[src/rtl/sdis_pkg.sv]
package sdis_pkg;

  typedef logic [7:0] byte_t;

  // register addresses
  localparam int ADR_STAT0 = 0;
  localparam int ADR_STAT1 = 1;
  localparam int ADR_MASK0 = 2;
  localparam int ADR_MASK1 = 3;
  localparam int ADR_CTRL  = 4;

  // which bits hold state in each byte
  localparam byte_t KEEP_STAT0 = 8'hF0;
  localparam byte_t KEEP_STAT1 = 8'hFE;
  localparam byte_t KEEP_MASK0 = 8'hF0;
  localparam byte_t KEEP_MASK1 = 8'hFE;
  localparam byte_t KEEP_CTRL  = 8'hB0;

  // control byte fields
  localparam int CTRL_EN_BIT  = 7;
  localparam int CTRL_SRC_BIT = 5;
  localparam int CTRL_POL_BIT = 4;

  // number of sticky status bytes
  localparam int N_STAT = 2;

  function automatic byte_t keep_of(input int idx);
    return (idx == 0) ? KEEP_STAT0 : KEEP_STAT1;
  endfunction

  // next value of a sticky byte: clear first, then new events win
  function automatic byte_t w1c_next(input byte_t cur, input byte_t set,
                                     input byte_t clr, input byte_t keep);
    return ((cur & ~clr) | set) & keep;
  endfunction

  function automatic logic cd_present(input logic lvl, input logic pol_high);
    return pol_high ? lvl : ~lvl;
  endfunction

  function automatic logic irq_pending(input byte_t s0, input byte_t m0,
                                       input byte_t s1, input byte_t m1,
                                       input logic en);
    return en & ((|(s0 & m0)) | (|(s1 & m1)));
  endfunction

endpackage

[src/rtl/sdis_pin_sync.sv]
module sdis_pin_sync #(
  parameter int WIDTH  = 3,
  parameter int STAGES = 2
) (
  input  logic             clk,
  input  logic             rst_n,
  input  logic [WIDTH-1:0] pin_i,
  output logic [WIDTH-1:0] sync_o
);

  logic [WIDTH-1:0] stage_q [STAGES];

  genvar s;
  generate
    for (s = 0; s < STAGES; s++) begin : g_stage
      if (s == 0) begin : g_first
        always_ff @(posedge clk or negedge rst_n)
          if (!rst_n) stage_q[0] <= '0;
          else        stage_q[0] <= pin_i;
      end else begin : g_next
        always_ff @(posedge clk or negedge rst_n)
          if (!rst_n) stage_q[s] <= '0;
          else        stage_q[s] <= stage_q[s-1];
      end
    end
  endgenerate

  assign sync_o = stage_q[STAGES-1];

  // age counter so the latency check never looks before reset
  logic [1:0] age_q;
  always_ff @(posedge clk or negedge rst_n)
    if (!rst_n)              age_q <= '0;
    else if (age_q != 2'd3)  age_q <= age_q + 2'd1;

  generate
    if (STAGES == 2) begin : g_chk
      // level shows up exactly two edges after the pin
      p_sync_delay_r6: assert property (@(posedge clk) disable iff (!rst_n)
        (age_q == 2'd3) |-> (sync_o == $past(pin_i, 2)));
    end
  endgenerate

endmodule

[src/rtl/sdis_sticky_byte.sv]
module sdis_sticky_byte
  import sdis_pkg::*;
#(
  parameter byte_t KEEP = 8'hFF
) (
  input  logic  clk,
  input  logic  rst_n,
  input  byte_t set_vec,
  input  logic  clr_en,
  input  byte_t clr_vec,
  output byte_t q
);

  byte_t clr_eff;
  assign clr_eff = clr_en ? clr_vec : '0;

  always_ff @(posedge clk or negedge rst_n)
    if (!rst_n) q <= '0;
    else        q <= w1c_next(q, set_vec, clr_eff, KEEP);

  // an event sets its bit even when a clear lands in the same cycle
  p_event_wins_r5: assert property (@(posedge clk) disable iff (!rst_n)
    ((set_vec & KEEP) != 0) |=> ((q & $past(set_vec & KEEP)) == $past(set_vec & KEEP)));

  // cleared bits without a new event are low next cycle
  p_clear_r4: assert property (@(posedge clk) disable iff (!rst_n)
    clr_en |=> ((q & $past(clr_vec & ~set_vec)) == 8'h00));

  // with no event and no clear the flags hold
  p_hold_r3: assert property (@(posedge clk) disable iff (!rst_n)
    (!clr_en && ((set_vec & KEEP) == 0)) |=> $stable(q));

endmodule

[src/rtl/sdis_cd_track.sv]
module sdis_cd_track
  import sdis_pkg::*;
(
  input  logic clk,
  input  logic rst_n,
  input  logic dat3_s,
  input  logic gpi_s,
  input  logic src_gpi,
  input  logic pol_high,
  output logic chg_evt,
  output logic ins_evt
);

  logic dat3_q, gpi_q;
  logic sel_lvl;

  // each pin keeps its own history so a source switch is silent
  always_ff @(posedge clk or negedge rst_n)
    if (!rst_n) begin
      dat3_q <= 1'b0;
      gpi_q  <= 1'b0;
    end else begin
      dat3_q <= dat3_s;
      gpi_q  <= gpi_s;
    end

  assign sel_lvl = src_gpi ? gpi_s : dat3_s;
  assign chg_evt = src_gpi ? (gpi_s ^ gpi_q) : (dat3_s ^ dat3_q);
  assign ins_evt = chg_evt & cd_present(sel_lvl, pol_high);

  // a change flag needs the selected level to have moved
  p_chg_needs_edge_r9: assert property (@(posedge clk) disable iff (!rst_n)
    chg_evt |-> (src_gpi ? !$stable(gpi_s) : !$stable(dat3_s)));

endmodule

[src/rtl/sd_irq_status_unit.sv]
module sd_irq_status_unit
  import sdis_pkg::*;
#(
  parameter int ADDR_W      = 3,
  parameter int SYNC_STAGES = 2
) (
  input  logic              clk,
  input  logic              rst_n,
  input  logic              ev_cmd_done,
  input  logic              ev_rsp_timeout,
  input  logic              ev_autostop_done,
  input  logic              ev_data_timeout,
  input  logic              ev_rsp_crc_err,
  input  logic              ev_rd_crc_err,
  input  logic              ev_wr_crc_err,
  input  logic              ev_blk_done,
  input  logic              ev_mblk_done,
  input  logic              ev_card_ins,
  input  logic              pin_wp,
  input  logic              pin_cd_dat3,
  input  logic              pin_cd_gpi,
  input  logic              reg_wr,
  input  logic [ADDR_W-1:0] reg_addr,
  input  logic [7:0]        reg_wdata,
  output logic [7:0]        reg_rdata,
  output logic              irq_o
);

  localparam int N_PINS = 3;

  // ---------------- pin synchronisation ----------------
  logic [N_PINS-1:0] pins_raw, pins_s;
  logic wp_s, dat3_s, gpi_s;

  assign pins_raw = {pin_cd_gpi, pin_cd_dat3, pin_wp};

  sdis_pin_sync #(.WIDTH(N_PINS), .STAGES(SYNC_STAGES)) u_sync (
    .clk   (clk),
    .rst_n (rst_n),
    .pin_i (pins_raw),
    .sync_o(pins_s)
  );

  assign wp_s   = pins_s[0];
  assign dat3_s = pins_s[1];
  assign gpi_s  = pins_s[2];

  // ---------------- decode ----------------
  logic wr_stat0, wr_stat1, wr_mask0, wr_mask1, wr_ctrl;
  assign wr_stat0 = reg_wr && (reg_addr == ADDR_W'(ADR_STAT0));
  assign wr_stat1 = reg_wr && (reg_addr == ADDR_W'(ADR_STAT1));
  assign wr_mask0 = reg_wr && (reg_addr == ADDR_W'(ADR_MASK0));
  assign wr_mask1 = reg_wr && (reg_addr == ADDR_W'(ADR_MASK1));
  assign wr_ctrl  = reg_wr && (reg_addr == ADDR_W'(ADR_CTRL));

  // ---------------- mask and control bytes ----------------
  byte_t mask0_q, mask1_q, ctrl_q;

  always_ff @(posedge clk or negedge rst_n)
    if (!rst_n) begin
      mask0_q <= '0;
      mask1_q <= '0;
      ctrl_q  <= '0;
    end else begin
      if (wr_mask0) mask0_q <= reg_wdata & KEEP_MASK0;
      if (wr_mask1) mask1_q <= reg_wdata & KEEP_MASK1;
      if (wr_ctrl)  ctrl_q  <= reg_wdata & KEEP_CTRL;
    end

  logic irq_en, src_gpi, pol_high;
  assign irq_en   = ctrl_q[CTRL_EN_BIT];
  assign src_gpi  = ctrl_q[CTRL_SRC_BIT];
  assign pol_high = ctrl_q[CTRL_POL_BIT];

  // ---------------- card-detect tracking ----------------
  logic cd_chg_evt, cd_ins_evt;

  sdis_cd_track u_cd (
    .clk     (clk),
    .rst_n   (rst_n),
    .dat3_s  (dat3_s),
    .gpi_s   (gpi_s),
    .src_gpi (src_gpi),
    .pol_high(pol_high),
    .chg_evt (cd_chg_evt),
    .ins_evt (cd_ins_evt)
  );

  // ---------------- sticky status bytes ----------------
  byte_t set_vec [N_STAT];
  byte_t stk_q   [N_STAT];
  logic  clr_en  [N_STAT];

  assign set_vec[0] = {ev_card_ins | cd_ins_evt, cd_chg_evt,
                       ev_blk_done, ev_mblk_done, 4'b0000};
  assign set_vec[1] = {ev_wr_crc_err, ev_rd_crc_err, ev_rsp_crc_err,
                       ev_data_timeout, ev_autostop_done, ev_rsp_timeout,
                       ev_cmd_done, 1'b0};
  assign clr_en[0]  = wr_stat0;
  assign clr_en[1]  = wr_stat1;

  genvar b;
  generate
    for (b = 0; b < N_STAT; b++) begin : g_stat
      sdis_sticky_byte #(.KEEP(keep_of(b))) u_byte (
        .clk    (clk),
        .rst_n  (rst_n),
        .set_vec(set_vec[b]),
        .clr_en (clr_en[b]),
        .clr_vec(reg_wdata),
        .q      (stk_q[b])
      );
    end
  endgenerate

  byte_t stat0_view, stat1_view;
  assign stat0_view = stk_q[0] | {4'b0000, gpi_s, dat3_s, wp_s, 1'b0};
  assign stat1_view = stk_q[1];

  // ---------------- read mux ----------------
  always_comb begin
    reg_rdata = 8'h00;
    case (reg_addr)
      ADDR_W'(ADR_STAT0): reg_rdata = stat0_view;
      ADDR_W'(ADR_STAT1): reg_rdata = stat1_view;
      ADDR_W'(ADR_MASK0): reg_rdata = mask0_q;
      ADDR_W'(ADR_MASK1): reg_rdata = mask1_q;
      ADDR_W'(ADR_CTRL):  reg_rdata = ctrl_q;
      default:            reg_rdata = 8'h00;
    endcase
  end

  // ---------------- interrupt ----------------
  assign irq_o = irq_pending(stk_q[0], mask0_q, stk_q[1], mask1_q, irq_en);

  // the output is never high while the global enable is off
  p_irq_needs_enable_r8: assert property (@(posedge clk) disable iff (!rst_n)
    irq_o |-> irq_en);

  // a masked event with the enable set raises the request next cycle
  p_event_raises_irq_r8: assert property (@(posedge clk) disable iff (!rst_n)
    (irq_en && !reg_wr && ((set_vec[1] & mask1_q) != 0)) |=> irq_o);

endmodule

[config.mk]
export PLATFORM = sky130hd
export DESIGN_NAME = sd_irq_status_unit
export DESIGN_NICKNAME = d
export VERILOG_FILES = /design/src/rtl/sdis_pkg.sv /design/src/rtl/sdis_pin_sync.sv /design/src/rtl/sdis_sticky_byte.sv /design/src/rtl/sdis_cd_track.sv /design/src/rtl/sd_irq_status_unit.sv
export SDC_FILE = /design/constraint.sdc
export NUM_CORES = 1
export LEC_CHECK = 0
export CORE_MARGIN = 3
export CORE_UTILIZATION = 45
export DETAILED_ROUTE_END_ITERATION = 7
export GPL_ROUTABILITY_DRIVEN = 0
export MAX_ROUTING_LAYER = met4
export PLACE_DENSITY_LB_ADDON = 0.25
export SLEW_MARGIN = 20
export SYNTH_ARGS = -nofsm -noshare
export SYNTH_HDL_FRONTEND = slang
export SYNTH_SLANG_ARGS = --single-unit
[constraint.sdc]
create_clock -name clk -period 1.3 [get_ports clk]
set_input_delay 0.13 -clock clk [delete_from_list [all_inputs] [get_ports clk]]
set_output_delay 0.13 -clock clk [all_outputs]
set_load 0.01 [all_outputs]
==> results.yml, run 1 <==
placed_design:
  port_buffers: 33
  place_area_sq_um: 2200
  dp.final_hpwl_um: 2890
  post-place-ws_ps: -732
route:
  wirelength_um: 4300
  drt-pass1-iter-count: 4
  drtIter0Drc: 78
  vias: 1295
  viasPerCell: 5.33
  wl_per_cell_um: 17.7
  drtAntennaViolNets: 0
  drc_errors: 0
clocking:
  cts_tree: "built"
  numCtsBuffers: 5
  cts_buffer_depth: 2
  ctsHtreeMaxLevel: 2
  insertion_delay_ps: 350
  clk_pin_slew_ps: 110
  clock-sinks: 33
  clockRootBuffer: "clkbuf_4"
  postCtsHoldBufs: 0
sta:
  rsz0062_at_grt: "true"
  fmax_mhz: 562
  setup_violations: 8
  final_max_slew_viol_count: 0
  setup_slack_ps: -478
  timing.hold.ws_ps: 126
  fin_crit_sh: 1.37
  tns_ps: -2440
  fin_crit_ps: 1780
  clock_skew_ps: 17.6
  final-hold-violation-count: 0
worst_setup_path:
  cp_slowest_cell: "dfrtp_1"
  path_class: "reg2out"
  worst_ep_required_time_ps: 1170
  crit_path_cell_trace: "buf_6, a22o_1, a221oi_2, and3_1, a21boi_2, buf_2"
  cp-start-kind: "flop"
  critPathCaptureType: "output pin"
  worstPathArrival_ps: 1650
  slowest_delay_ps: 420
  path_max_fanout: 2
global_routing:
  grt.total_usage: 0.227
  grt_antenna_before_repair: 0
  gr-total-overflow: 0
  first_global_vias: 1399
  grt_pass1_wl_um: 6930
  grt_max_degree: 34
die:
  coreArea_sq_um: 3390
  initial_core_util: 0.477
  fp.dieArea_sq_um: 4350
  ios: 36
  rows: 21
  die_y_um: 66.0
  die_w_um: 66.0
pwr:
  powerDensity_nw_per_um2: 1160
  power.leakage_uw: 0.00107
  ir_drop_mv: 0.814
logic_synthesis:
  synth_seq_area_share: 0.510
  syn_area_sq_um: 1620
  syn_avg_cell_area_sq_um: 12.8
  synth-seq-cells: 33
  yosysTopAreaCell: "dfrtp_1"
  yosys_warnings: 0
  synth_cell_type_count: 35
  synth_top_area_share: 0.510
  synthCells: 126
  synth_area_leaders: "dfrtp_1 51%, mux2_4 6.5%, mux2_2 5.6%"
  syn_nets: 153
final_layout:
  multi_input_area_sq_um: 781
  drive_above_1_share: 0.431
  mostFrequentLayoutCells: "33 x dfrtp_1, 26 x buf_4, 23 x clkdlybuf4s50_1"
  fin_area_sq_um: 2410
  n_fill_cell: 259
  area_growth_pct: 48.7
  fin_nets: 223
  final_common_cell: "dfrtp_1"
  regArea_sq_um: 826
  diodes: 0
outcome:
  run_status: "finished, violations left"
  violations: "setup timing"
min_path:
  hold_path_class: "in2async"
flow_run:
  maxCapViolCount: 0
[kinds of logic after synthesis]
logic type             after synthesis  synth area share
AO/OA/AOI/OAI                       30             0.138
flip-flops                          33             0.510
multiplexers                        22             0.173
other                                1           0.00232
AND/OR/NAND/NOR                     30             0.117
XOR/XNOR                             3            0.0162
buffers and inverters                7            0.0433
[metrics by stage]
stage                     utilization  power [uW]  std cells
final                           0.710        2800        243
after global routing            0.710        2930        243
after global placement          0.649        1880        228
after detailed placement        0.649        1900        228
after CTS                       0.700        2760        243
after floorplan                     -        1560        126
[cell type report]
cell class	instances	area share
sequential	33	0.343
multi-input combinational	86	0.324
timing repair buffer	70	0.273
tap	46	0.0239
clock buffer	7	0.0229
clock inverter	1	0.0125
[routing by layer]
layer / global-route usage / vias to the layer above / wire length, um
li1: - / 600 / -
met1: 0.276 / 633 / 1820
met2: 0.357 / 54 / 2070
met3: 0.0595 / 8 / 332
met4: 0.0964 / 0 / 85
met5: - / - / 0
[Yosys cell counts]
cell type	number
nand3_4	1
mux2_2	8
and2b_1	1
a21boi_0	1
a222oi_1	1
and3_1	1
xnor2_1	1
and3_4	1
nor2b_4	1
a221o_1	1
mux2_4	7
a22oi_1	8
xor2_1	2
nand2_1	13
conb_1	1
nor2_8	1
dfrtp_1	33
and3b_1	1
mux4_2	1
and2_4	1
a21o_1	10
a22o_1	1
a31oi_1	3
o21ai_0	1
o22ai_1	3
mux2i_1	4
nor2b_1	2
buf_6	2
buf_4	3
buf_2	1
nor2_4	1
mux2_1	2
a221oi_1	1
buf_12	1
nor2_1	6
[where the power goes]
part	internal [uW]	switching (uW)	leakage [uW]
Clock	459	366	0.0000455
Combinational	464	284	0.000662
Sequential	1140	86.2	0.000360
Total	2070	736	0.00107
[repair_timing]
action / in CTS / in global routing
resized for setup: 49 / 11
buffers inserted: 6 / 1
endpoints found under the setup margin: 19 / 12
gates cloned: 1 / 0
pin swaps: 8 / 8
[registers in the layout (all words and copies together) (netlist names)]
register / flops
u_cd.gpi_q: 1
g_stat.u_byte.q: 11
u_sync.stage_q: 3
u_sync.sync_o: 3
u_cd.dat3_q: 1
mask1_q: 7
mask0_q: 4
ctrl_q: 3
[final timing paths]
check | start | end | slack [ps] | depth (start not counted)
hold reg to reg | u_sync.stage_q[5]$_DFF_PN0_ | u_sync.sync_o[2]$_DFF_PN0_ | 340 | 0
hold / removal | rst_n | g_stat[1].u_byte.q[3]$_DFF_PN0_ | 130 | 2
setup / recovery | g_stat[0].u_byte.q[6]$_DFF_PN0_ | irq_o | -480 | 6
min in group clk | pin_wp | u_sync.stage_q[3]$_DFF_PN0_ | 210 | 1
max in group asynchronous | rst_n | u_cd.dat3_q$_DFF_PN0_ | 970 | 2
setup reg to reg | ctrl_q[5]$_DFFE_PN0P_ | g_stat[0].u_byte.q[7]$_DFF_PN0_ | 40 | 4
[worst max-delay path, delay by kind of cell (launching register included)]
kind	cells	cell delay (ps)
compound gates	3	410
buf+inv	2	280
simple gates	1	190
flops	1	420
No activity file was read; power rests on OpenSTA's default activity.
==> run 2: changes to the inputs <==
Settings changed: CAP_MARGIN from default to 15, CORE_UTILIZATION 45 to 33, CTS_CLUSTER_DIAMETER from default to 120.
==> results.yml, run 2 (synthesized netlist as in run 1, its figures left out) <==
route:
  wl_per_cell_um: 16.6
  viasPerCell: 5.02
  drt-pass1-iter-count: 4
  drtAntennaViolNets: 0
  drc_errors: 0
  wirelength_um: 4240
  drtIter0Drc: 104
  vias: 1286
pwr:
  pwr-share-comb: 0.278
  p_int_uw: 1960
  finalPower_uw: 2670
  powerDensity_nw_per_um2: 1110
  ir_drop_mv: 0.458
  power.leakage_uw: 0.00106
  p_switching_uw: 709
  seq_power_share: 0.461
  power_frac_clock: 0.262
  switching_share: 0.265
final_layout:
  mostFrequentLayoutCells: "33 x dfrtp_1, 23 x buf_4, 21 x clkdlybuf4s50_1"
  regArea_sq_um: 826
  multi_input_area_sq_um: 777
  fin_cells: 256
  fin_nets: 219
  largest_register_ffs: 11
  fin_util: 0.530
  drive_above_1_share: 0.419
  diodes: 0
  area_growth_pct: 48.6
  top_regs: "g_stat.u_byte.q x11, mask1_q x7, mask0_q x4"
  n_fill_cell: 393
  registers.top_by_ff_count: "g_stat.u_byte.q"
  final_common_cell: "dfrtp_1"
clocking:
  ctsHtreeMaxLevel: 2
  cts_buffer_depth: 2
  clockRootBuffer: "clkbuf_8"
  clk_pin_slew_ps: 60
  postCtsHoldBufs: 0
  numCtsBuffers: 5
  insertion_delay_ps: 280
  cts_tree: "built"
  clock-sinks: 33
placed_design:
  place_inst: 242
  dp.final_hpwl_um: 3060
  port_buffers: 33
sta:
  rsz0062_at_grt: "true"
  setup_slack_ps: -317
  fmax_mhz: 619
  clock_skew_ps: 1.78
  fin_crit_ps: 1620
  setup_violations: 8
  fin_crit_sh: 1.24
  final-hold-violation-count: 0
  tns_ps: -1250
  final_max_slew_viol_count: 0
global_routing:
  gr-total-overflow: 0
  grt_pass1_wl_um: 7200
  grt_antenna_before_repair: 0
  grt.total_usage: 0.162
  grt_max_degree: 34
  first_global_vias: 1409
worst_setup_path:
  cp-start-kind: "flop"
  path_max_fanout: 2
  critPathCaptureType: "output pin"
  worst_ep_required_time_ps: 1170
  crit_path_cell_trace: "a22o_1, a221oi_2, and3_1, a21boi_1, buf_2"
  path_class: "reg2out"
  cp_slowest_cell: "dfrtp_1"
  worstPathArrival_ps: 1490
  path_delay_family: "compound AO/OA/AOI/OAI gates"
  cp.buffers_inverters: 1
  slowest_delay_ps: 390
die:
  coreArea_sq_um: 4530
  die_w_um: 76.0
  rows: 24
  fp.dieArea_sq_um: 5780
  initial_core_util: 0.357
  die_y_um: 76.0
  ios: 36
min_path:
  hold_path_class: "in2async"
flow_run:
  maxCapViolCount: 0
outcome:
  run_status: "finished, violations left"
  violations: "setup timing"
run 2: final timing paths:
kind,start,end,slack (ps),cells past startpoint
min reg2reg,u_sync.stage_q[5]$_DFF_PN0_,u_sync.sync_o[2]$_DFF_PN0_,350,0
min,rst_n,mask1_q[4]$_DFFE_PN0P_,220,2
max,g_stat[1].u_byte.q[4]$_DFF_PN0_,irq_o,-320,5
min in group clk,pin_wp,u_sync.stage_q[3]$_DFF_PN0_,290,1
max reg2reg,u_sync.sync_o[2]$_DFF_PN0_,g_stat[0].u_byte.q[7]$_DFF_PN0_,30,5
max in group asynchronous,rst_n,g_stat[1].u_byte.q[7]$_DFF_PN0_,900,2
run 2: cell type report:
cell class                      instances  share of cell area
Tap cell                               65              0.0338
Sequential cell                        33               0.343
Clock buffer                            5              0.0286
Multi-Input combinational cell         86               0.323
Timing Repair Buffer                   66               0.269
Clock inverter                          1             0.00208
run 2: layer usage:
metal | vias up | track usage | wire length [um] | part of all wire
li1 | 585 | - | - | -
met1 | 659 | 0.188 | 1820 | 0.43
met2 | 36 | 0.276 | 2170 | 0.51
met3 | 6 | 0.0426 | 210 | 0.050
met4 | 0 | 0.0471 | 39 | 0.0092
met5 | - | - | 0 | 0
run 2: power groups by stage:
stage          logic (uW)  registers [uW]  clock network [uW]
5_1_grt               796            1250                 758
3_3_place_gp          634            1240                   0
4_1_cts               706            1220                 725
2_1_floorplan         330            1230                   0
6_report              742            1230                 699
3_5_place_dp          651            1250                   0
run 2: repair_timing:
| item | 4_1_cts | 5_1_grt |
|---|---|---|
| cloned | 2 | 0 |
| gates resized for setup | 48 | 12 |
| pin swaps | 6 | 10 |
| setup buffers | 5 | 2 |
| endpoints found under the setup margin | 31 | 20 |
| hold endpoints to repair | 0 | 0 |
run 2: stage by stage:
stage	setup slack (ps)	hold WS, ps	instance area (sq um)
finish	-317	224	2400
global route	-371	255	2400
CTS	-338	231	2340
detailed placement	-771	339	2180
global placement	-741	335	2180
floorplan	114	-166	1620
run 2: worst register-to-register path, cell delays in order, from the launching register on:
cell and delay, ps:
dfrtp_1 400, buf_6 130, xor2_1 150, nand2_1 70
o21ai_2 60, a221o_1 350
